**config.mk**
```make
export PLATFORM = sky130hd
export DESIGN_NAME = busRecover
export DESIGN_NICKNAME = d
export VERILOG_FILES = /design/src/rtl/busRecoverPkg.sv /design/src/rtl/busRecoverDp.sv /design/src/rtl/busRecoverCtrl.sv /design/src/rtl/busRecover.sv
export SDC_FILE = /design/constraint.sdc
export NUM_CORES = 1
export LEC_CHECK = 0
export BUFFER_PORTS_ARGS = -buffer_cell sky130_fd_sc_hd__buf_2
export CAP_MARGIN = 20
export CORE_AREA = 3 3 40 42
export DETAILED_ROUTE_END_ITERATION = 16
export DIE_AREA = 0 0 43 45
export PLACE_DENSITY = 0.65
export SLEW_MARGIN = 25
export SYNTH_ARGS = -nofsm -noshare
export SYNTH_HDL_FRONTEND = slang
export SYNTH_SLANG_ARGS = --single-unit
```
**constraint.sdc**
```tcl
create_clock -name clk -period 1.72 [get_ports clk]
set_input_delay 0.258 -clock clk [delete_from_list [all_inputs] [get_ports clk]]
set_output_delay 0.258 -clock clk [all_outputs]
set_load 0.05 [all_outputs]
```
**src/rtl/busRecoverPkg.sv**
```systemverilog
package busRecoverPkg;

  typedef enum logic [2:0] {
    ST_IDLE,
    ST_LOW,
    ST_HIGH,
    ST_STA,
    ST_STA_LOW,
    ST_STO_HIGH,
    ST_STO
  } recState_t;

  // strobes from control to datapath
  typedef struct packed {
    logic timerClr;
    logic cntLoad;
    logic cntStep;
  } dpCtl_t;

  // status from datapath to control
  typedef struct packed {
    logic phaseEnd;
    logic cntAtMax;
  } dpStat_t;

endpackage

```
**src/rtl/busRecoverDp.sv**
```systemverilog
module busRecoverDp
  import busRecoverPkg::*;
#(
  parameter int PHASE_CLKS = 4,
  parameter int MAX_PULSES = 9
) (
  input  logic    clk,
  input  logic    rstN,
  input  dpCtl_t  ctl,
  output dpStat_t stat
);

  localparam int TW = (PHASE_CLKS > 1) ? $clog2(PHASE_CLKS) : 1;
  localparam int CW = $clog2(MAX_PULSES + 1);
  localparam logic [TW-1:0] PHASE_LAST = TW'(PHASE_CLKS - 1);
  localparam logic [CW-1:0] CNT_MAX    = CW'(MAX_PULSES);

  logic [TW-1:0] phaseTimer;
  logic [CW-1:0] pulseCnt;
  logic          phaseEnd;

  assign phaseEnd      = (phaseTimer == PHASE_LAST);
  assign stat.phaseEnd = phaseEnd;
  assign stat.cntAtMax = (pulseCnt == CNT_MAX);

  // phase timer: every phase lasts PHASE_CLKS cycles
  always_ff @(posedge clk or negedge rstN) begin
    if (!rstN)                       phaseTimer <= '0;
    else if (ctl.timerClr || phaseEnd) phaseTimer <= '0;
    else                             phaseTimer <= phaseTimer + 1'b1;
  end

  // clock pulse counter
  always_ff @(posedge clk or negedge rstN) begin
    if (!rstN)            pulseCnt <= '0;
    else if (ctl.cntLoad) pulseCnt <= CW'(1);
    else if (ctl.cntStep) pulseCnt <= pulseCnt + 1'b1;
  end

  a_r2_timer_bound: assert property (@(posedge clk) disable iff (!rstN)
    phaseTimer <= PHASE_LAST);

  a_r4_cnt_bound: assert property (@(posedge clk) disable iff (!rstN)
    pulseCnt <= CNT_MAX);

endmodule

```
**src/rtl/busRecoverCtrl.sv**
```systemverilog
module busRecoverCtrl
  import busRecoverPkg::*;
(
  input  logic    clk,
  input  logic    rstN,
  input  logic    req,
  input  logic    sdaIn,
  input  dpStat_t stat,
  output dpCtl_t  ctl,
  output logic    sclDriveLow,
  output logic    sdaDriveLow,
  output logic    busy,
  output logic    done,
  output logic    fail
);

  recState_t state, stateNxt;
  logic      doneNxt, failNxt;
  logic      sampleHigh, sampleLow;

  assign sampleHigh = (state == ST_HIGH) && stat.phaseEnd && sdaIn;
  assign sampleLow  = (state == ST_HIGH) && stat.phaseEnd && !sdaIn;

  always_comb begin
    stateNxt = state;
    doneNxt  = 1'b0;
    failNxt  = 1'b0;
    case (state)
      ST_IDLE:     if (req) stateNxt = ST_LOW;
      ST_LOW:      if (stat.phaseEnd) stateNxt = ST_HIGH;
      ST_HIGH: begin
        if (sampleHigh) stateNxt = ST_STA;
        else if (sampleLow && stat.cntAtMax) begin
          stateNxt = ST_IDLE;
          failNxt  = 1'b1;
        end else if (sampleLow) stateNxt = ST_LOW;
      end
      ST_STA:      if (stat.phaseEnd) stateNxt = ST_STA_LOW;
      ST_STA_LOW:  if (stat.phaseEnd) stateNxt = ST_STO_HIGH;
      ST_STO_HIGH: if (stat.phaseEnd) stateNxt = ST_STO;
      ST_STO: if (stat.phaseEnd) begin
        stateNxt = ST_IDLE;
        doneNxt  = 1'b1;
      end
      default:     stateNxt = ST_IDLE;
    endcase
  end

  always_ff @(posedge clk or negedge rstN) begin
    if (!rstN) begin
      state <= ST_IDLE;
      done  <= 1'b0;
      fail  <= 1'b0;
    end else begin
      state <= stateNxt;
      done  <= doneNxt;
      fail  <= failNxt;
    end
  end

  always_comb begin
    ctl.timerClr = (state == ST_IDLE);
    ctl.cntLoad  = (state == ST_IDLE) && req;
    ctl.cntStep  = sampleLow && !stat.cntAtMax;
  end

  assign sclDriveLow = (state == ST_LOW) || (state == ST_STA_LOW);
  assign sdaDriveLow = (state == ST_STA) || (state == ST_STA_LOW) ||
                       (state == ST_STO_HIGH);
  assign busy        = (state != ST_IDLE);

  a_r3_stop_on_high: assert property (@(posedge clk) disable iff (!rstN)
    sampleHigh |=> (sdaDriveLow && !sclDriveLow));

  a_r6_done_fail_excl: assert property (@(posedge clk) disable iff (!rstN)
    !(done && fail));

  a_r6_done_idle: assert property (@(posedge clk) disable iff (!rstN)
    done |-> (!busy && !sdaDriveLow && !sclDriveLow));

endmodule

```
**src/rtl/busRecover.sv**
```systemverilog
module busRecover
  import busRecoverPkg::*;
#(
  parameter int PHASE_CLKS = 4,
  parameter int MAX_PULSES = 9
) (
  input  logic clk,
  input  logic rstN,
  input  logic req,
  input  logic sdaIn,
  output logic sclDriveLow,
  output logic sdaDriveLow,
  output logic busy,
  output logic done,
  output logic fail
);

  dpCtl_t  ctl;
  dpStat_t stat;

  busRecoverCtrl uCtrl (
    .clk(clk), .rstN(rstN), .req(req), .sdaIn(sdaIn), .stat(stat), .ctl(ctl),
    .sclDriveLow(sclDriveLow), .sdaDriveLow(sdaDriveLow),
    .busy(busy), .done(done), .fail(fail)
  );

  busRecoverDp #(.PHASE_CLKS(PHASE_CLKS), .MAX_PULSES(MAX_PULSES)) uDp (
    .clk(clk), .rstN(rstN), .ctl(ctl), .stat(stat)
  );

  a_r8_no_joint_edge: assert property (@(posedge clk) disable iff (!rstN)
    !($changed(sclDriveLow) && $changed(sdaDriveLow)));

  a_r5_start_scl_high: assert property (@(posedge clk) disable iff (!rstN)
    $rose(sdaDriveLow) |-> !sclDriveLow);

  a_r4_fail_release: assert property (@(posedge clk) disable iff (!rstN)
    fail |-> (!sclDriveLow && !sdaDriveLow && !busy));

  a_r2_no_sda_while_pulsing: assert property (@(posedge clk) disable iff (!rstN)
    (busy && $rose(sclDriveLow) && $past(busy)) |-> (sdaDriveLow == $past(sdaDriveLow)));

endmodule

```
After elaboration in Yosys (flattened, before gate mapping)
Cells that the tools add are included.
- register bits after elaboration: 11
- output and inout bits: 5
- logic and storage cells: 56
- $add $sub $neg: 2
- equality and inequality tests: 15
- mux-type cells: 18
- reductions and logical operators: 16
- operator list (kind ; number):
    3-bit two-way mux ; 9
    3-bit one-hot mux with 7 select lines ; 1
    2-bit by 1-bit inequality test with 1-bit output, second input constant ; 5
    3-bit == test, second input constant ; 3
    4-bit two-way mux ; 2
    7-bit AND reduction ; 1
    3-bit by 2-bit == test with 1-bit output, second input constant ; 2
    1-bit logical AND ; 6
    1-bit two-way mux ; 5
    4-bit by 1-bit adder with 4-bit output, second input constant ; 1
    4-bit == test, second input constant ; 1
    1-bit logical OR ; 4
    4-bit by 2-bit inequality test with 1-bit output, second input constant ; 1
    3-bit by 1-bit == test with 1-bit output, second input constant ; 1
    3-bit zero test ; 1
    3-bit nonzero test ; 1
    2-bit by 1-bit adder with 2-bit output, second input constant ; 1
    2-bit == test, second input constant ; 1
    1-bit zero test ; 2
    2-bit two-way mux ; 1
    2-bit inequality test, second input constant ; 1
    2-bit nonzero test ; 1

Depth between registers and ports, before layout
- depth in word-level cells: 7
- depth in mapped cells: 6
- gate-level depth less buffers: 6

By module
Synthesis repeated with hierarchy kept, for this count alone.
- cells, all modules: 60
- area total of the unflattened synthesis: 589.3 sq um
- modules (own cells, without submodules) (module ; instances ; cells each ; area an instance (sq um) ; seq. area each (sq um)):
    busRecoverDp ; 1 ; 26 ; 299.0 ; 150.1
    busRecoverCtrl ; 1 ; 34 ; 290.3 ; 125.1

Worst setup path after synthesis
Ideal clock, no wire load.
- path type: register -> output
- start point: register uCtrl.state[2]
- end point: output port sdaDriveLow
- data arrival time: 1.352 ns
- slack: 0.110 ns
- stages on the path, launching flop included: 3
- path buffers: 1
- cell sequence: dfrtp_1 -> buf_2 -> mux2i_1
- cells in the longest elaborated chain, start to end: 3
- elaborated cells between the ends (all ways): 5
- those cells by class: eq/ne: 3; reduce/logical: 2
- RTL lines (item ; RTL line ; source):
    start: declaration ; busRecoverCtrl.sv:17 ; recState_t state, stateNxt;
    start signal: assignment ; busRecoverCtrl.sv:55 ; state <= stateNxt;
    3-bit by 2-bit == test with 1-bit output / 3-bit == test (equally long branches) ; busRecoverCtrl.sv:68 ; assign sdaDriveLow = (state == ST_STA) || (state == ST_STA_LOW) ||
    1-bit logical OR ; busRecoverCtrl.sv:68 ;
    1-bit logical OR * ; busRecoverCtrl.sv:68 ;
    end: declaration ; busRecover.sv:12 ; output logic sdaDriveLow,
Mark *: on every way between the ends. The rest lies on a longest branch, timed or not.

Worst setup path in the final report
- start point: register uCtrl.state[2]
- end point: output port busy
- cells in the longest elaborated chain, start to end: 1
- RTL lines (item ; RTL line ; source):
    3-bit nonzero test ; busRecoverCtrl.sv:70 ; assign busy = (state != ST_IDLE);
    end: declaration ; busRecover.sv:13 ; output logic busy,
Every way passes these cells.

==> impl.org <==
** Run status
- Run status :: finished, final reports clean

** Yosys
- Netlist cell types :: 24
- In this run, synthesis produced a sequential element count of 11.
- For this run, the register share of the synthesized area comes to 46.32%.
- In this run the cell area of the synthesized design comes to 594.3 um^2.
- Net count after synthesis :: 66
- Cell count after synthesis :: 59
- Synth area leader :: dfrtp_1
- After synthesis, the cell types taking the most area are dfrtp_1 (46%), ha_1 (6.3%), nand2_1 (5.7%).
- In this run the mean area of a mapped cell was 10.07 um^2.
- The share of synthesized area in the top cell type comes to 46.32%.
- The Yosys step of the flow raised 0 warnings.

** STA
- The total count of max-transition violations in the final report is 0.
- Setup slack closes at 149.0 ps.
- The hold violation count in the final report is 0.
- Adding up every negative setup slack in the final design gives 0 ps.
- After layout, the worst path uses 91.34% of the clock period.
- For the final database, setup skew stands at 3.320 ps.
- Setup repair after global routing missed its margin :: no
- Relative max-transition margin :: 79.90%
- Final Setup Violations :: 0
- Transition time at the pin with the least slew margin :: 301.6 ps
- After layout, the minimum clock period comes to 1571 ps.
- Static timing analysis puts the maximum clock frequency at 636.6 MHz.

** Clock tree
- Depth of the CTS H-tree :: 1
- In this run the deepest clock path goes through 2 buffers.
- Counting every sink on the clock net gives 11.
- Clock-pin slew was measured on the worst setup and hold paths at 60 ps.
- Clock buffers created by TritonCTS :: 3
- Root Buffer Master :: clkbuf_4
- TritonCTS built the clock tree.
- Clock network latency to the later pin of the worst-skew pair :: 260 ps
- After clock tree synthesis, the repair step resized 0 gates.

** Critical path
- STA classifies the critical path startpoint as a flip-flop.
- The worst setup path is of the reg -> out kind.
- CP Data Required Time :: 1460 ps
- The largest single stage delay on the critical path is 480 ps.
- Data on the critical path arrives at its endpoint at 1310 ps.
- CP Capture Type :: output port
- Setup slack, reg-to-reg :: 310 ps
- The signal on the critical path passes through nor3_1, inv_1, buf_2.
- The slowest stage of the critical path is the dfrtp_1 cell.
- Critical Path Fanout Max :: 9

** GRT
- In the global route stage, met3 resource usage came out at 7.570%.
- Summed over all layers, the global routing overflow is 0.
- Initial antenna violation count :: 0
- Global routing consumed, on the met2 layer, 17.66% of the routing resources.
- Vias in the first global route :: 413
- Most congested layer reported by global routing :: met2
- The first global-routing pass estimated 1676 um of wire.
- Global routing consumed, on the met1 layer, 14.54% of the routing resources.
- Maximum number of pins on one net before global-route repair :: 12
- Global routing used 11.98% of the available tracks across all layers.

** Final layout
- Post-route core utilization :: 51.70%
- The number of antenna diodes in the final layout is 0.
- Final layout net count :: 77
- The area growth from synthesis to layout is 11.79%.
- Leading cell types in the layout, fill and taps excluded :: dfrtp_1 (11), nand2_1 (9), buf_2 (8)
- Layout filler cell count :: 123
- Leaving out fill and tap cells, the most frequent cell in the layout is dfrtp_1.
- In the final layout, the share of cells above drive strength 1 is 24.64%.
- The finished layout holds 84 standard cells, fillers aside.

** Die
- Std-Cell Core Area :: 0.001285 mm^2
- Initial core utilization :: 46.25%
- Count of standard-cell rows :: 13
- The die covers 0.001935 mm^2.
- Width of the die :: 43 um
- Number of placed I/O pins :: 9
- Die Height :: 45 um

** Placed design
- Detailed placement HPWL :: 707.2 um
- After detailed placement, the design holds a cell count of 79.
- Number of buffer cells added on primary ports :: 8
- RD Place Congestion :: 0.7187
- Pre-CTS setup slack :: 333.0 ps

** Pwr
- VDD sags by at most 0.0008126 V.
- Total power divided by cell area :: 1724 mW/mm^2
- The design draws 1.145 mW.
- Static Leakage :: 0.3133 nW

** Drt
- Using the TritonRoute via totals, the vias-per-cell ratio works out to 5.095.
- After detailed routing, the number of remaining DRC violations is 0.
- The first detailed-routing pass took 3 iterations.
- Once detail routing completed, the nets flagged for antenna violations numbered 0.
- Number of vias in the routed layout :: 428
- The first routing iteration left 4 violations.
- Wire length reported by the detailed router :: 901 um
- Dividing the detail-routed wire length by the instance count gives 10.73 um.

** Run
- The tool flagged a number of max-cap violations equal to 0.

** Min path
- Classification of the worst-slack hold path :: in -> reg
## state kept, by name (all words and copies together), names as in the netlist
| signal | cells |
|---|---|
| uCtrl.done | 1 |
| uDp.phaseTimer | 2 |
| uCtrl.state | 3 |
| uDp.pulseCnt | 4 |
| uCtrl.fail | 1 |
## critical path: cells and delay by family, from the launching register on
| family | cells | cell delay [ps] |
|---|---|---|
| and+or+nand+nor | 1 | 270 |
| DFF | 1 | 480 |
| buffers and inverters | 2 | 290 |
## logic make-up after synthesis
family | share of synthesized area [%]
adders and majority gates | 6.316
buffers and inverters | 7.368
DFF | 46.32
xor gates and xnor gates | 2.948
muxes | 5.053
AOI/OAI and AO/OA | 10.11
and+or+nand+nor | 21.90
## cell usage after synthesis, drive strengths merged
| cell type | instances |
|---|---|
| xnor2 | 2 |
| o211ai | 1 |
| ha | 3 |
| dfrtp | 11 |
| a21oi | 2 |
| nand2 | 9 |
| a31oi | 2 |
| o211a | 1 |
| nand3 | 1 |
| nor3b | 1 |
| mux2i | 3 |
| buf | 4 |
| nor3 | 2 |
| inv | 3 |
| and4 | 1 |
| nor2b | 1 |
| o21ai | 4 |
| nand3b | 1 |
| nor2 | 4 |
| and3 | 1 |
| nand2b | 1 |
| or3 | 1 |
## worst paths after layout
path                                     end  cells past startpoint              start
max in group asynchronous     uCtrl.state[2]                      2               rstN
setup / recovery                        busy                      3     uCtrl.state[2]
setup reg to reg             uDp.pulseCnt[3]                      4     uCtrl.state[1]
hold / removal                    uCtrl.fail                      4              sdaIn
hold reg to reg            uDp.phaseTimer[0]                      1  uDp.phaseTimer[0]
min in group asynchronous    uDp.pulseCnt[2]                      2               rstN
## metrics by stage
step	hold slack, ps	cell area (um^2)
finish	289.7	664.4
global route	282.8	664.4
CTS	284.6	664.4
detailed placement	138.8	628.1
global placement	138.3	628.1
floorplan	-37.59	594.3
## per-layer routing
metal | wire length, um | up-vias | part of all wire, %
met5 | 0 | - | 0
met3 | 70 | 2 | 7.8
met4 | 8 | 0 | 0.89
met1 | 428 | 195 | 48
li1 | - | 222 | -
met2 | 394 | 9 | 44
## final cells by class
type | instances | area [um^2] | share of cell area, %
multi-input cells | 41 | 275.3 | 41.43
flip-flops and latches | 11 | 275.3 | 41.43
well taps | 15 | 18.77 | 2.825
clock buffers | 4 | 26.28 | 3.955
repair buffers | 10 | 57.56 | 8.663
inverters | 3 | 11.26 | 1.695
## power breakdown
part	leakage [nW]	internal [mW]	switching [mW]
Clock	0.0150	0.0895	0.0769
Sequential	0.140	0.334	0.108
Combinational	0.158	0.195	0.342
Total	0.313	0.619	0.527
## what timing repair did
action / 4_1_cts / 5_1_grt
hold buffers: 1 / 0
hold endpoints to repair: 11 / 0
buffers inserted: 0 / 0
No activity file was read; power rests on OpenSTA's default activity.
